==> src/rtl/boot_map_pkg.sv <==
package boot_map_pkg;

  // select vector positions
  localparam int NUM_SLV   = 5;
  localparam int IDX_FLASH = 0;
  localparam int IDX_SSR1  = 1;
  localparam int IDX_IRAM  = 2;
  localparam int IDX_SSR0  = 3;
  localparam int IDX_DEF   = 4;

  // decode windows
  localparam int NUM_WIN   = 6;
  localparam int W_FLASH   = 0;
  localparam int W_LOWRAM  = 1;
  localparam int W_SSR1    = 2;
  localparam int W_ALIAS   = 3;
  localparam int W_IRAM    = 4;
  localparam int W_SSR0    = 5;

  typedef struct packed {
    logic aliasOn;
    logic remapOn;
  } map_ctrl_t;

  typedef enum logic [1:0] {
    ERR_IDLE   = 2'd0,
    ERR_FIRST  = 2'd1,
    ERR_SECOND = 2'd2
  } err_state_e;

endpackage

==> src/rtl/map_window.sv <==
module map_window #(
  parameter int                ADDR_W = 32,
  parameter logic [ADDR_W-1:0] BASE   = '0,
  parameter int                SPAN_W = 16
) (
  input  logic [ADDR_W-1:0] addr,
  output logic              hit,
  output logic [ADDR_W-1:0] offset
);
  localparam int TAG_W = ADDR_W - SPAN_W;
  localparam logic [TAG_W-1:0] BASE_TAG = BASE[ADDR_W-1:SPAN_W];

  assign hit    = (addr[ADDR_W-1:SPAN_W] == BASE_TAG);
  assign offset = {{TAG_W{1'b0}}, addr[SPAN_W-1:0]};
endmodule

==> src/rtl/map_addr_path.sv <==
module map_addr_path
  import boot_map_pkg::*;
#(
  parameter int                ADDR_W       = 32,
  parameter logic [ADDR_W-1:0] FLASH_BASE   = 'h0000_0000,
  parameter logic [ADDR_W-1:0] SSRAM1_BASE  = 'h1000_0000,
  parameter logic [ADDR_W-1:0] ALIAS_BASE   = 'h1800_0000,
  parameter logic [ADDR_W-1:0] IRAM_BASE    = 'h1EFF_0000,
  parameter logic [ADDR_W-1:0] SSRAM0_BASE  = 'h2000_0000,
  parameter int                FLASH_SPAN_W = 26,
  parameter int                SSRAM_SPAN_W = 22,
  parameter int                IRAM_SPAN_W  = 16
) (
  input  logic [ADDR_W-1:0]  haddr,
  input  map_ctrl_t          ctrl,
  output logic [NUM_SLV-1:0] hsel,
  output logic [ADDR_W-1:0]  slaveAddr
);
  localparam logic [NUM_WIN-1:0][ADDR_W-1:0] WIN_BASE =
    {SSRAM0_BASE, IRAM_BASE, ALIAS_BASE, SSRAM1_BASE, FLASH_BASE, FLASH_BASE};
  localparam int WIN_SPAN [NUM_WIN] =
    '{FLASH_SPAN_W, SSRAM_SPAN_W, SSRAM_SPAN_W, FLASH_SPAN_W, IRAM_SPAN_W, SSRAM_SPAN_W};

  logic [NUM_WIN-1:0] winHit;
  logic [ADDR_W-1:0]  winOff [NUM_WIN];

  for (genvar g = 0; g < NUM_WIN; g++) begin : gWin
    map_window #(
      .ADDR_W (ADDR_W),
      .BASE   (WIN_BASE[g]),
      .SPAN_W (WIN_SPAN[g])
    ) u_win (
      .addr   (haddr),
      .hit    (winHit[g]),
      .offset (winOff[g])
    );
  end

  always_comb begin
    hsel      = '0;
    slaveAddr = haddr;
    if (winHit[W_FLASH]) begin
      if (ctrl.remapOn && winHit[W_LOWRAM]) begin
        hsel[IDX_SSR1] = 1'b1;
        slaveAddr      = winOff[W_LOWRAM];
      end else begin
        hsel[IDX_FLASH] = 1'b1;
        slaveAddr       = winOff[W_FLASH];
      end
    end else if (winHit[W_SSR1]) begin
      hsel[IDX_SSR1] = 1'b1;
      slaveAddr      = winOff[W_SSR1];
    end else if (winHit[W_ALIAS] && ctrl.aliasOn) begin
      hsel[IDX_FLASH] = 1'b1;
      slaveAddr       = winOff[W_ALIAS];
    end else if (winHit[W_IRAM]) begin
      hsel[IDX_IRAM] = 1'b1;
      slaveAddr      = winOff[W_IRAM];
    end else if (winHit[W_SSR0]) begin
      hsel[IDX_SSR0] = 1'b1;
      slaveAddr      = winOff[W_SSR0];
    end else begin
      hsel[IDX_DEF] = 1'b1;
      slaveAddr     = haddr;
    end
  end
endmodule

==> src/rtl/map_cfg_ctrl.sv <==
module map_cfg_ctrl
  import boot_map_pkg::*;
#(
  parameter int   DATA_W      = 32,
  parameter logic ALIAS_RESET = 1'b1,
  parameter logic REMAP_RESET = 1'b0
) (
  input  logic              clk,
  input  logic              porRstN,
  input  logic              cfgWrEn,
  input  logic [DATA_W-1:0] cfgWrData,
  output map_ctrl_t         ctrl,
  output logic [DATA_W-1:0] cfgRdData
);
  localparam int PAD_W = DATA_W - 2;

  logic unusedWrBits;
  assign unusedWrBits = ^cfgWrData[DATA_W-1:2];

  // only the power-on reset reaches this register
  always_ff @(posedge clk or negedge porRstN) begin
    if (!porRstN) begin
      ctrl.aliasOn <= ALIAS_RESET;
      ctrl.remapOn <= REMAP_RESET;
    end else if (cfgWrEn) begin
      ctrl.aliasOn <= cfgWrData[1];
      ctrl.remapOn <= cfgWrData[0];
    end
  end

  assign cfgRdData = {{PAD_W{1'b0}}, ctrl.aliasOn, ctrl.remapOn};
endmodule

==> src/rtl/map_err_slave.sv <==
module map_err_slave
  import boot_map_pkg::*;
(
  input  logic clk,
  input  logic rstN,
  input  logic selected,
  input  logic transActive,
  input  logic hreadyIn,
  output logic readyOut,
  output logic respErr
);
  err_state_e state, stateNext;
  logic       takeErr;

  assign takeErr = hreadyIn && selected && transActive;

  always_comb begin
    stateNext = state;
    unique case (state)
      ERR_IDLE:   stateNext = takeErr ? ERR_FIRST : ERR_IDLE;
      ERR_FIRST:  stateNext = ERR_SECOND;
      ERR_SECOND: stateNext = takeErr ? ERR_FIRST : ERR_IDLE;
      default:    stateNext = ERR_IDLE;
    endcase
  end

  always_ff @(posedge clk or negedge rstN) begin
    if (!rstN) state <= ERR_IDLE;
    else       state <= stateNext;
  end

  assign readyOut = (state != ERR_FIRST);
  assign respErr  = (state == ERR_FIRST) || (state == ERR_SECOND);
endmodule

==> src/rtl/boot_map_decoder.sv <==
module boot_map_decoder
  import boot_map_pkg::*;
#(
  parameter int                ADDR_W       = 32,
  parameter int                DATA_W       = 32,
  parameter logic [ADDR_W-1:0] FLASH_BASE   = 'h0000_0000,
  parameter logic [ADDR_W-1:0] SSRAM1_BASE  = 'h1000_0000,
  parameter logic [ADDR_W-1:0] ALIAS_BASE   = 'h1800_0000,
  parameter logic [ADDR_W-1:0] IRAM_BASE    = 'h1EFF_0000,
  parameter logic [ADDR_W-1:0] SSRAM0_BASE  = 'h2000_0000,
  parameter int                FLASH_SPAN_W = 26,
  parameter int                SSRAM_SPAN_W = 22,
  parameter int                IRAM_SPAN_W  = 16
) (
  input  logic               clk,
  input  logic               porRstN,
  input  logic               sysRstN,
  input  logic [ADDR_W-1:0]  haddr,
  input  logic [1:0]         htrans,
  input  logic               hreadyIn,
  input  logic               cfgWrEn,
  input  logic [DATA_W-1:0]  cfgWrData,
  output logic [DATA_W-1:0]  cfgRdData,
  output logic [NUM_SLV-1:0] hsel,
  output logic [ADDR_W-1:0]  slaveAddr,
  output logic               defReadyOut,
  output logic               defResp
);
  map_ctrl_t mapCtrl;
  logic      errRstN;

  assign errRstN = porRstN & sysRstN;

  map_cfg_ctrl #(.DATA_W(DATA_W)) u_ctrl (
    .clk       (clk),
    .porRstN   (porRstN),
    .cfgWrEn   (cfgWrEn),
    .cfgWrData (cfgWrData),
    .ctrl      (mapCtrl),
    .cfgRdData (cfgRdData)
  );

  map_addr_path #(
    .ADDR_W       (ADDR_W),
    .FLASH_BASE   (FLASH_BASE),
    .SSRAM1_BASE  (SSRAM1_BASE),
    .ALIAS_BASE   (ALIAS_BASE),
    .IRAM_BASE    (IRAM_BASE),
    .SSRAM0_BASE  (SSRAM0_BASE),
    .FLASH_SPAN_W (FLASH_SPAN_W),
    .SSRAM_SPAN_W (SSRAM_SPAN_W),
    .IRAM_SPAN_W  (IRAM_SPAN_W)
  ) u_path (
    .haddr     (haddr),
    .ctrl      (mapCtrl),
    .hsel      (hsel),
    .slaveAddr (slaveAddr)
  );

  map_err_slave u_err (
    .clk         (clk),
    .rstN        (errRstN),
    .selected    (hsel[IDX_DEF]),
    .transActive (htrans[1]),
    .hreadyIn    (hreadyIn),
    .readyOut    (defReadyOut),
    .respErr     (defResp)
  );
endmodule

==> config.mk <==
export PLATFORM = sky130hd
export DESIGN_NAME = boot_map_decoder
export DESIGN_NICKNAME = d
export VERILOG_FILES = /design/src/rtl/boot_map_pkg.sv /design/src/rtl/map_window.sv /design/src/rtl/map_addr_path.sv /design/src/rtl/map_cfg_ctrl.sv /design/src/rtl/map_err_slave.sv /design/src/rtl/boot_map_decoder.sv
export SDC_FILE = /design/constraint.sdc
export NUM_CORES = 1
export LEC_CHECK = 0
export BUFFER_PORTS_ARGS = -buffer_cell sky130_fd_sc_hd__buf_2
export CAP_MARGIN = 20
export CORE_MARGIN = 2
export CORE_UTILIZATION = 53
export CTS_CLUSTER_SIZE = 10
export DETAILED_ROUTE_END_ITERATION = 8
export GPL_ROUTABILITY_DRIVEN = 0
export PLACE_DENSITY = 0.84
export SETUP_SLACK_MARGIN = 0.4
export SLEW_MARGIN = 30
export SYNTH_ARGS = -nofsm -noshare
export SYNTH_HDL_FRONTEND = slang
export SYNTH_HIERARCHICAL = 1
export SYNTH_SLANG_ARGS = --single-unit
==> constraint.sdc <==
create_clock -name clk -period 2.6 [get_ports clk]
set_clock_uncertainty 0.15 [all_clocks]
set_input_delay 0.13 -clock clk [delete_from_list [all_inputs] [get_ports clk]]
set_output_delay 0.13 -clock clk [all_outputs]
set_load 0.005 [all_outputs]
==> results.md, run 1 <==
| Metric | Reported | Unit |
|:---|:---|:---|
| Cell Area, Synth | 0.00418 | mm2 |
| Max Buffers Root-to-Sink | 2 | - |
| Pin count of the biggest net entering global routing | 41 | - |
| Outcome | finished, final reports clean | - |
| Number of global-route vias before repair | 2,430 | - |
| Number of buffers added on ports | 80 | - |
| Critical Path Start Type | primary input | - |
| Total detailed-routing wirelength | 7.04 | mm |
| Power dissipated by switching net loads | 185 | uW |
| Leading post-synthesis cells by cell area | sky130_fd_sc_hd__buf_4 41%, sky130_fd_sc_hd__mux2i_1 15%, sky130_fd_sc_hd__o221ai_2 10%, sky130_fd_sc_hd__o211a_1 7.7%, sky130_fd_sc_hd__nand2_1 5.9% | - |
| Depth of the worst hold-timing path | 2 | - |
| Total Die Area | 0.00862 | mm2 |
| Worst hold slack | 0.0286 | ns |
| Setup repair after global routing missed its margin | yes | - |
| Root Buffer Master | sky130_fd_sc_hd__clkbuf_8 | - |
| Routed vias/inst | 5.01 | - |
| Horiz. Die Dim | 92.8 | um |
| Share of total power consumed by net switching | 37.8 | % |
| Total number of placement rows | 32 | - |
| Required time at the endpoint of the critical path | 2.32 | ns |
| Reported max-cap violation count | 0 | - |
| Start of the worst register-to-register path | u_ctrl/cfgRdData[1] | - |
| Arrival time of the worst setup path | 1.92 | ns |
| Number of instances in the synthesized netlist | 533 | - |
| Final routed wire length divided by cell count | 12.6 | um |
| Post-detail-place hpwl | 5.19 | mm |
| Capture endpoint of the worst hold path | u_ctrl/cfgRdData[1] | - |
| Slew of the pin with the lowest slew margin | 0.743 | ns |
| Number of failing setup endpoints in the final timing report | 0 | - |
| Initial antenna violation count | 0 | - |
| Number of flops mapped to enable cells by yosys | 0 | - |
| Remaining DRCs | 0 | - |
| H-Tree Level Count | 1 | - |
| Share of the synthesized netlist area taken by xor and xnor gates | 0 | % |
| Antenna violation net count after detailed routing | 0 | - |
| Post-route minimum period | 2.20 | ns |
| Overall track demand over capacity in global routing | 15.7 | % |
| Class of the most critical setup path | primary input to primary output | - |
| Endpoint of the most critical register-to-register path | u_err/state[0] | - |
| Number of sinks driven by the clock tree | 4 | - |
| Share of the synthesized area in the top cell type | 40.6 | % |
| Total overflow reported by the global router | 0 | - |
| Dominant combinational cell family by area after synthesis | buffers and inverters | - |
| Sequential cell area | 101 | um2 |
| Critical path fanouts, max | 26 | - |
| TritonCTS buffer count | 3 | - |
| Adder and majority cell fraction of the synthesized area | 1.50 | % |
| Post-layout net count | 535 | - |
| Area fraction in compound gates after synthesis | 22.8 | % |
| Filler cells | 782 | - |
| Clock transition at the register clock pins on the worst setup and hold paths after CTS | 0.03 | ns |
| Hold Startpoint | cfgWrData[1] | - |
| Combinational Power Share | 56.0 | % |
| Placeable core area | 0.00769 | mm2 |
| Proportion of synthesized area in mux cells | 15.9 | % |
| Fraction of the yosys area taken by sequential cells | 2.42 | % |
| Fin. max-slew vios | 0 | - |
| Ports | 142 | - |
| Clock network fraction of total power | 28.3 | % |
| Sequential Power Share | 15.6 | % |
| Maximum operating frequency | 455 | MHz |
| Most common cell in the netlist | sky130_fd_sc_hd__buf_4 | - |
| Synth unique cells | 37 | - |
| Peak supply drop | 239 | uV |
| Area Overhead vs Synth | -19.9 | % |
| Initial standard-cell utilization of the core | 54.4 | % |
| Flip-flop and latch count after synthesis | 4 | - |
| Cell type with the largest total area after synthesis | sky130_fd_sc_hd__buf_4 | - |
| Int Pwr | 303 | uW |
| Final worst-path cycle share | 84.5 | % |
| Most common library cells after synthesis | 226 x sky130_fd_sc_hd__buf_4, 66 x sky130_fd_sc_hd__nand2_1, 64 x sky130_fd_sc_hd__mux2i_1, 32 x sky130_fd_sc_hd__o211a_1, 32 x sky130_fd_sc_hd__o21ai_0 | - |
| Simple-gate area share of the yosys netlist | 11.4 | % |
| Proportion of layout cells with a drive suffix above 1 | 29.9 | % |
| Average footprint of a synthesized cell | 7.85 | um2 |
| FFs w/ async S/R, synth | 100 | % |
| Detailed Routing Iterations Pass 1 | 4 | - |
| Worst reg-to-reg setup slack | 1.08 | ns |
| Number of vias after detailed routing | 2,803 | - |
| Cell area power density | 146 | mW/mm2 |
| Clock tree from TritonCTS | done | - |
| Global-route wire length before repair | 11.4 | mm |
| Final hold violation count | 0 | - |
| Overall die height | 92.8 | um |
| Hold Crit Class | primary input to flop | - |
| Cell count of the worst reg-to-reg path | 6 | - |
| Area taken by multi-input logic gates | 0.00253 | mm2 |
| Clock latency reported for the late side of the worst-skew pair | 0.22 | ns |
| First DRT Iteration DRCs | 79 | - |
| Top FF cell, synth | sky130_fd_sc_hd__dfrtp_1 | - |
| Diode insertion count for antenna repair | 0 | - |
| Fin Setup TNS | 0 | ns |
| YS warnings | 6 | - |
| Critical path capture point type | primary output | - |
| Max-slew headroom at the worst pin | 50.3 | % |
| Leakage | 0.00168 | uW |
## cells by family (layout without fill, tap and decap cells)
logic type	Yosys count	after routing
buffers and inverters	259	103
AOI/OAI and AO/OA	98	98
and+or+nand+nor	94	94
muxes	66	66
other	7	88
adders and majority gates	5	5
DFF	4	4
## per-layer routing
metal / share of wire, % / track usage (%)
met3: 4.3 / 0.732
met2: 51 / 29.6
met1: 44 / 20.0
met5: 0 / 0
met4: 0.41 / 2.33
## how the worst max path moves through the flow
stage                         start             to  slack [ns]
final                     haddr[31]  slaveAddr[24]        0.40
after global routing      haddr[31]  slaveAddr[28]        0.32
after CTS                 haddr[29]  slaveAddr[19]        0.42
after detailed placement  haddr[31]  slaveAddr[13]        0.35
after global placement    haddr[31]  slaveAddr[19]        0.36
after floorplan           haddr[29]  slaveAddr[10]        0.70
## final cells by class
| type | count | area share, % |
|---|---|---|
| Timing Repair Buffer | 95 | 16.0 |
| Sequential cell | 4 | 3.02 |
| Clock buffer | 4 | 1.34 |
| Inverter | 4 | 0.448 |
| Tap cell | 102 | 3.81 |
| Multi-Input combinational cell | 351 | 75.4 |
## metrics by stage
| stage | instances | cell area (um2) | setup WS, ns | power (uW) | utilization (%) |
|---|---|---|---|---|---|
| after floorplan | 614 | 4490 | 0.696 | 467 | - |
| after global placement | 553 | 3240 | 0.363 | 331 | 42.1 |
| after detailed placement | 553 | 3240 | 0.353 | 342 | 42.1 |
| after CTS | 560 | 3340 | 0.422 | 489 | 43.4 |
| after global routing | 560 | 3350 | 0.321 | 531 | 43.6 |
| final | 560 | 3350 | 0.402 | 488 | 43.6 |
## flip-flops by register name (all words and copies together), names as in the netlist
signal            cells
u_ctrl/cfgRdData      2
u_err/state           2
## power groups by stage
stage	combinational, uW	clock (uW)	sequential [uW]
5_1_grt	308	145	77.5
4_1_cts	272	141	76.4
3_5_place_dp	265	0	77.1
6_report	273	138	76.4
3_3_place_gp	254	0	76.6
2_1_floorplan	393	0	74.2
## cell usage in the layout, fill, tap and decap left out, types with 4 or more instances in the layout
cell type	count
sky130_fd_sc_hd__buf_2	80
sky130_fd_sc_hd__buf_4	8
sky130_fd_sc_hd__buf_6	4
sky130_fd_sc_hd__conb_1	88
sky130_fd_sc_hd__ha_1	5
sky130_fd_sc_hd__mux2i_1	64
sky130_fd_sc_hd__nand2_1	65
sky130_fd_sc_hd__nor4_1	4
sky130_fd_sc_hd__o211a_1	32
sky130_fd_sc_hd__o21ai_0	27
sky130_fd_sc_hd__o21ai_1	5
sky130_fd_sc_hd__o221ai_1	4
sky130_fd_sc_hd__o221ai_2	28
## worst max-delay path: stages
cell and delay (ns):
sky130_fd_sc_hd__buf_2 0.14, sky130_fd_sc_hd__or4b_1 0.55, sky130_fd_sc_hd__nor3b_2 0.23, sky130_fd_sc_hd__nand2_2 0.10, sky130_fd_sc_hd__buf_4 0.22, sky130_fd_sc_hd__o21ai_0 0.27, sky130_fd_sc_hd__o221ai_2 0.13, sky130_fd_sc_hd__buf_2 0.14
## timing repair
| item | CTS | global route |
|---|---|---|
| gates resized for setup | 4 | 9 |
| endpoints found under the setup margin | 22 | 34 |
| endpoints found under the hold margin | 5 | 0 |
| setup buffers | 0 | 0 |
| hold buffers | 3 | 0 |
| pin swaps | 0 | 1 |
No activity file was read; power rests on OpenSTA's default activity.
==> run 2, diff against run 1 <==
Settings changed: ABC_AREA from default to 1, PLACE_DENSITY 0.84 to 0.82.
Clock period 2.6 ns to 2.2 ns, I/O delays scaled along.
==> results.md, run 2 <==
| Metric | Reported | Unit |
|:---|:---|:---|
| Outcome | finished, final reports clean | - |
| Proportion of layout cells with a drive suffix above 1 | 16.4 | % |
| Clock transition at the register clock pins on the worst setup and hold paths after CTS | 0.03 | ns |
| Setup repair after global routing missed its margin | yes | - |
| Start point of the critical path | haddr[31] | - |
| Remaining DRCs | 0 | - |
| Routed vias/inst | 4.48 | - |
| Depth of the worst hold-timing path | 5 | - |
| Ports | 142 | - |
| YS warnings | 6 | - |
| Clock network fraction of total power | 26.8 | % |
| Number of flops mapped to enable cells by yosys | 0 | - |
| Post-detail-place hpwl | 6.38 | mm |
| Worst hold slack | 0.0746 | ns |
| Combinational Power Share | 58.9 | % |
| Critical path's largest stage delay | 0.22 | ns |
| Critical Path Stages | 11 | - |
| Arrival time of the worst setup path | 1.57 | ns |
| PnR Total Power | 620 | uW |
| Initial standard-cell utilization of the core | 55.0 | % |
| Fin. max-slew vios | 0 | - |
| Overall track demand over capacity in global routing | 19.1 | % |
| Cell type with the largest total area after synthesis | sky130_fd_sc_hd__buf_4 | - |
| Number of vias after detailed routing | 4,179 | - |
| Antenna violation net count after detailed routing | 0 | - |
| Pin count of the biggest net entering global routing | 38 | - |
| Peak supply drop | 327 | uV |
| Number of failing setup endpoints in the final timing report | 0 | - |
| Largest delay contributor family on the critical path | simple AND/OR/NAND/NOR gates | - |
| Sequential Power Share | 14.3 | % |
| Root Buffer Master | sky130_fd_sc_hd__clkbuf_8 | - |
| Number of cells in the design after placement | 911 | - |
| Hold Startpoint | hreadyIn | - |
| Int Pwr | 352 | uW |
| Area of placed instances | 0.00368 | mm2 |
| Fraction of the yosys area taken by sequential cells | 2.23 | % |
| Post-route design area | 0.00405 | mm2 |
| Leakage | 0.00255 | uW |
| Number of non-filler instances in the completed layout | 933 | - |
| Placeable core area | 0.00826 | mm2 |
| Critical path fanouts, max | 14 | - |
| Leading cell types in the layout, fill and taps excluded | 251 x sky130_fd_sc_hd__nand2_1, 122 x sky130_fd_sc_hd__nor2_1, 99 x sky130_fd_sc_hd__nand3_1, 88 x sky130_fd_sc_hd__conb_1, 79 x sky130_fd_sc_hd__inv_1 | - |
| H-Tree Level Count | 1 | - |
| Sum of buffers and inverters on the critical path | 4 | - |
| Diode insertion count for antenna repair | 0 | - |
| Global-route wire length before repair | 14.8 | mm |
| Total Die Area | 0.00933 | mm2 |
| Critical-path top delay cell | sky130_fd_sc_hd__buf_4 | - |
| Clock tree from TritonCTS | done | - |
| Critical path capture point type | primary output | - |
| Max Buffers Root-to-Sink | 2 | - |
| Number of instances in the synthesized netlist | 886 | - |
| Class of the most critical setup path | primary input to primary output | - |
| Clock latency reported for the late side of the worst-skew pair | 0.22 | ns |
| Cell Area, Synth | 0.00454 | mm2 |
| First DRT Iteration DRCs | 236 | - |
| TritonCTS buffer count | 3 | - |
| Power dissipated by switching net loads | 268 | uW |
| Final routed wire length divided by cell count | 10.2 | um |
| Top FF cell, synth | sky130_fd_sc_hd__dfrtp_1 | - |
| Most common cell after layout, fill and taps aside | sky130_fd_sc_hd__nand2_1 | - |
| Fin Setup TNS | 0 | ns |
| Initial antenna violation count | 0 | - |
| Horiz. Die Dim | 96.6 | um |
| Synth unique cells | 19 | - |
| Most common cell in the netlist | sky130_fd_sc_hd__nand2_1 | - |
| Number of global-route vias before repair | 3,382 | - |
| Final worst-path cycle share | 83.2 | % |
| Critical Path Start Type | primary input | - |
| Post-route minimum period | 1.83 | ns |
| Cell area power density | 153 | mW/mm2 |
| Share of total power consumed by net switching | 43.2 | % |
| Overall die height | 96.6 | um |
| Required time at the endpoint of the critical path | 1.94 | ns |
| Maximum operating frequency | 546 | MHz |
| Total detailed-routing wirelength | 9.49 | mm |
| Cell breakdown of the critical path | buf_2 > buf_4 > nor2_1 > nand2_1 > nor2_4 > or2_1 > buf_4 > nor2_1 > nand2_1 > nand2_1 > buf_2 | - |
| Cell count of the worst reg-to-reg path | 8 | - |
| Filler cells | 911 | - |
| Total number of placement rows | 33 | - |
| Most repeated library cell on the critical path | sky130_fd_sc_hd__nand2_1 | - |
| Post-layout net count | 905 | - |
| Reported max-cap violation count | 0 | - |
| Leading post-synthesis cells by cell area | sky130_fd_sc_hd__buf_4 37%, sky130_fd_sc_hd__nand2_1 21%, sky130_fd_sc_hd__nand3_1 11%, sky130_fd_sc_hd__nor2_1 11%, sky130_fd_sc_hd__inv_1 6.6% | - |
| Hold Crit Class | primary input to flop | - |
| Share of the synthesized area in the top cell type | 37.0 | % |
| Number of buffers added on ports | 80 | - |
| Most common library cells after synthesis | 254 x sky130_fd_sc_hd__nand2_1, 224 x sky130_fd_sc_hd__buf_4, 128 x sky130_fd_sc_hd__nor2_1, 99 x sky130_fd_sc_hd__nand3_1, 80 x sky130_fd_sc_hd__inv_1 | - |
| Area Overhead vs Synth | -10.8 | % |
| Average footprint of a synthesized cell | 5.13 | um2 |
| FFs w/ async S/R, synth | 100 | % |
| Start of the worst register-to-register path | u_ctrl/cfgRdData[1] | - |
| Flip-flop and latch count after synthesis | 4 | - |
| Total overflow reported by the global router | 0 | - |
| Number of sinks driven by the clock tree | 4 | - |
| Detailed Routing Iterations Pass 1 | 5 | - |
| Final hold violation count | 0 | - |
-- run 2: cell types whose count changed after synthesis, sizes merged, moves of 31 or more --
cell / delta
nand2: +187
nor2: +129
nand3: +99
inv: +76
mux2i: -64
a21oi: +33
o211a: -32
o221ai: -32
o21ai: -31
-- run 2: worst register-to-register path: stages, from the launching register on --
cell and delay (ns):
sky130_fd_sc_hd__dfstp_2 0.38, sky130_fd_sc_hd__nand2_2 0.08, sky130_fd_sc_hd__buf_6 0.23, sky130_fd_sc_hd__nand2_1 0.12
sky130_fd_sc_hd__nor3_1 0.24, sky130_fd_sc_hd__nand2_1 0.10, sky130_fd_sc_hd__inv_1 0.07, sky130_fd_sc_hd__nand2_1 0.06
sky130_fd_sc_hd__nor2_2 0.08
-- run 2: path summary, 6_finish.rpt --
kind                                  endpoint  slack [ns]
setup / recovery                 slaveAddr[26]        0.37
hold / removal                  u_err/state[0]        0.07
setup reg to reg                u_err/state[0]        0.64
hold reg to reg            u_ctrl/cfgRdData[1]        0.33
max in group asynchronous       u_err/state[1]        1.58
min in group asynchronous  u_ctrl/cfgRdData[0]        0.09
-- run 2: timing repair --
action | in CTS | in global routing
gates resized for setup | 10 | 30
endpoints found under the hold margin | 6 | 0
endpoints found under the setup margin | 35 | 35
buffers inserted | 3 | 6
gates cloned | 1 | 1
pin swaps | 2 | 8
hold buffers | 7 | 0
-- run 2: routing by layer --
| layer | global-route usage (%) | vias up | routed length, um |
|---|---|---|---|
| met3 | 0.621 | 12 | 429 |
| li1 | - | 2242 | - |
| met1 | 24.3 | 1810 | 4300 |
| met2 | 36.3 | 115 | 4620 |
| met4 | 3.17 | 0 | 137 |
| met5 | 0 | - | 0 |
-- run 2: power by group through the flow --
| stage | combinational [uW] | clock (uW) | sequential (uW) |
|---|---|---|---|
| 5_1_grt | 423 | 173 | 89.7 |
| 2_1_floorplan | 472 | 0 | 86.8 |
| 3_5_place_dp | 343 | 0 | 88.4 |
| 3_3_place_gp | 336 | 0 | 88.1 |
| 4_1_cts | 355 | 171 | 87.6 |
| 6_report | 365 | 166 | 88.5 |
-- run 2: through the flow --
step	setup WS, ns	utilization (%)
floorplan	0.521	-
global placement	0.114	44.6
detailed placement	0.101	44.6
CTS	0.377	47.1
global route	0.236	49.1
finish	0.370	49.1
-- run 2: cells by family (layout without fill, tap and decap cells) --
group,Yosys count,in the layout,share of synthesized area [%]
other cells,7,88,0.578
buf+inv,348,209,48.7
compound gates,34,34,3.74
simple gates,488,488,43.4
flops,4,4,2.23
fa+ha+maj,5,5,1.38
-- run 2: area by class of cell --
cell class | count | area [um2] | area share (%)
inverters | 81 | 308 | 7.59
flip-flops and latches | 4 | 101 | 2.50
repair buffers | 124 | 886 | 21.9
multi-input cells | 615 | 2580 | 63.7
clock buffers | 4 | 45.0 | 1.11
well taps | 105 | 131 | 3.24
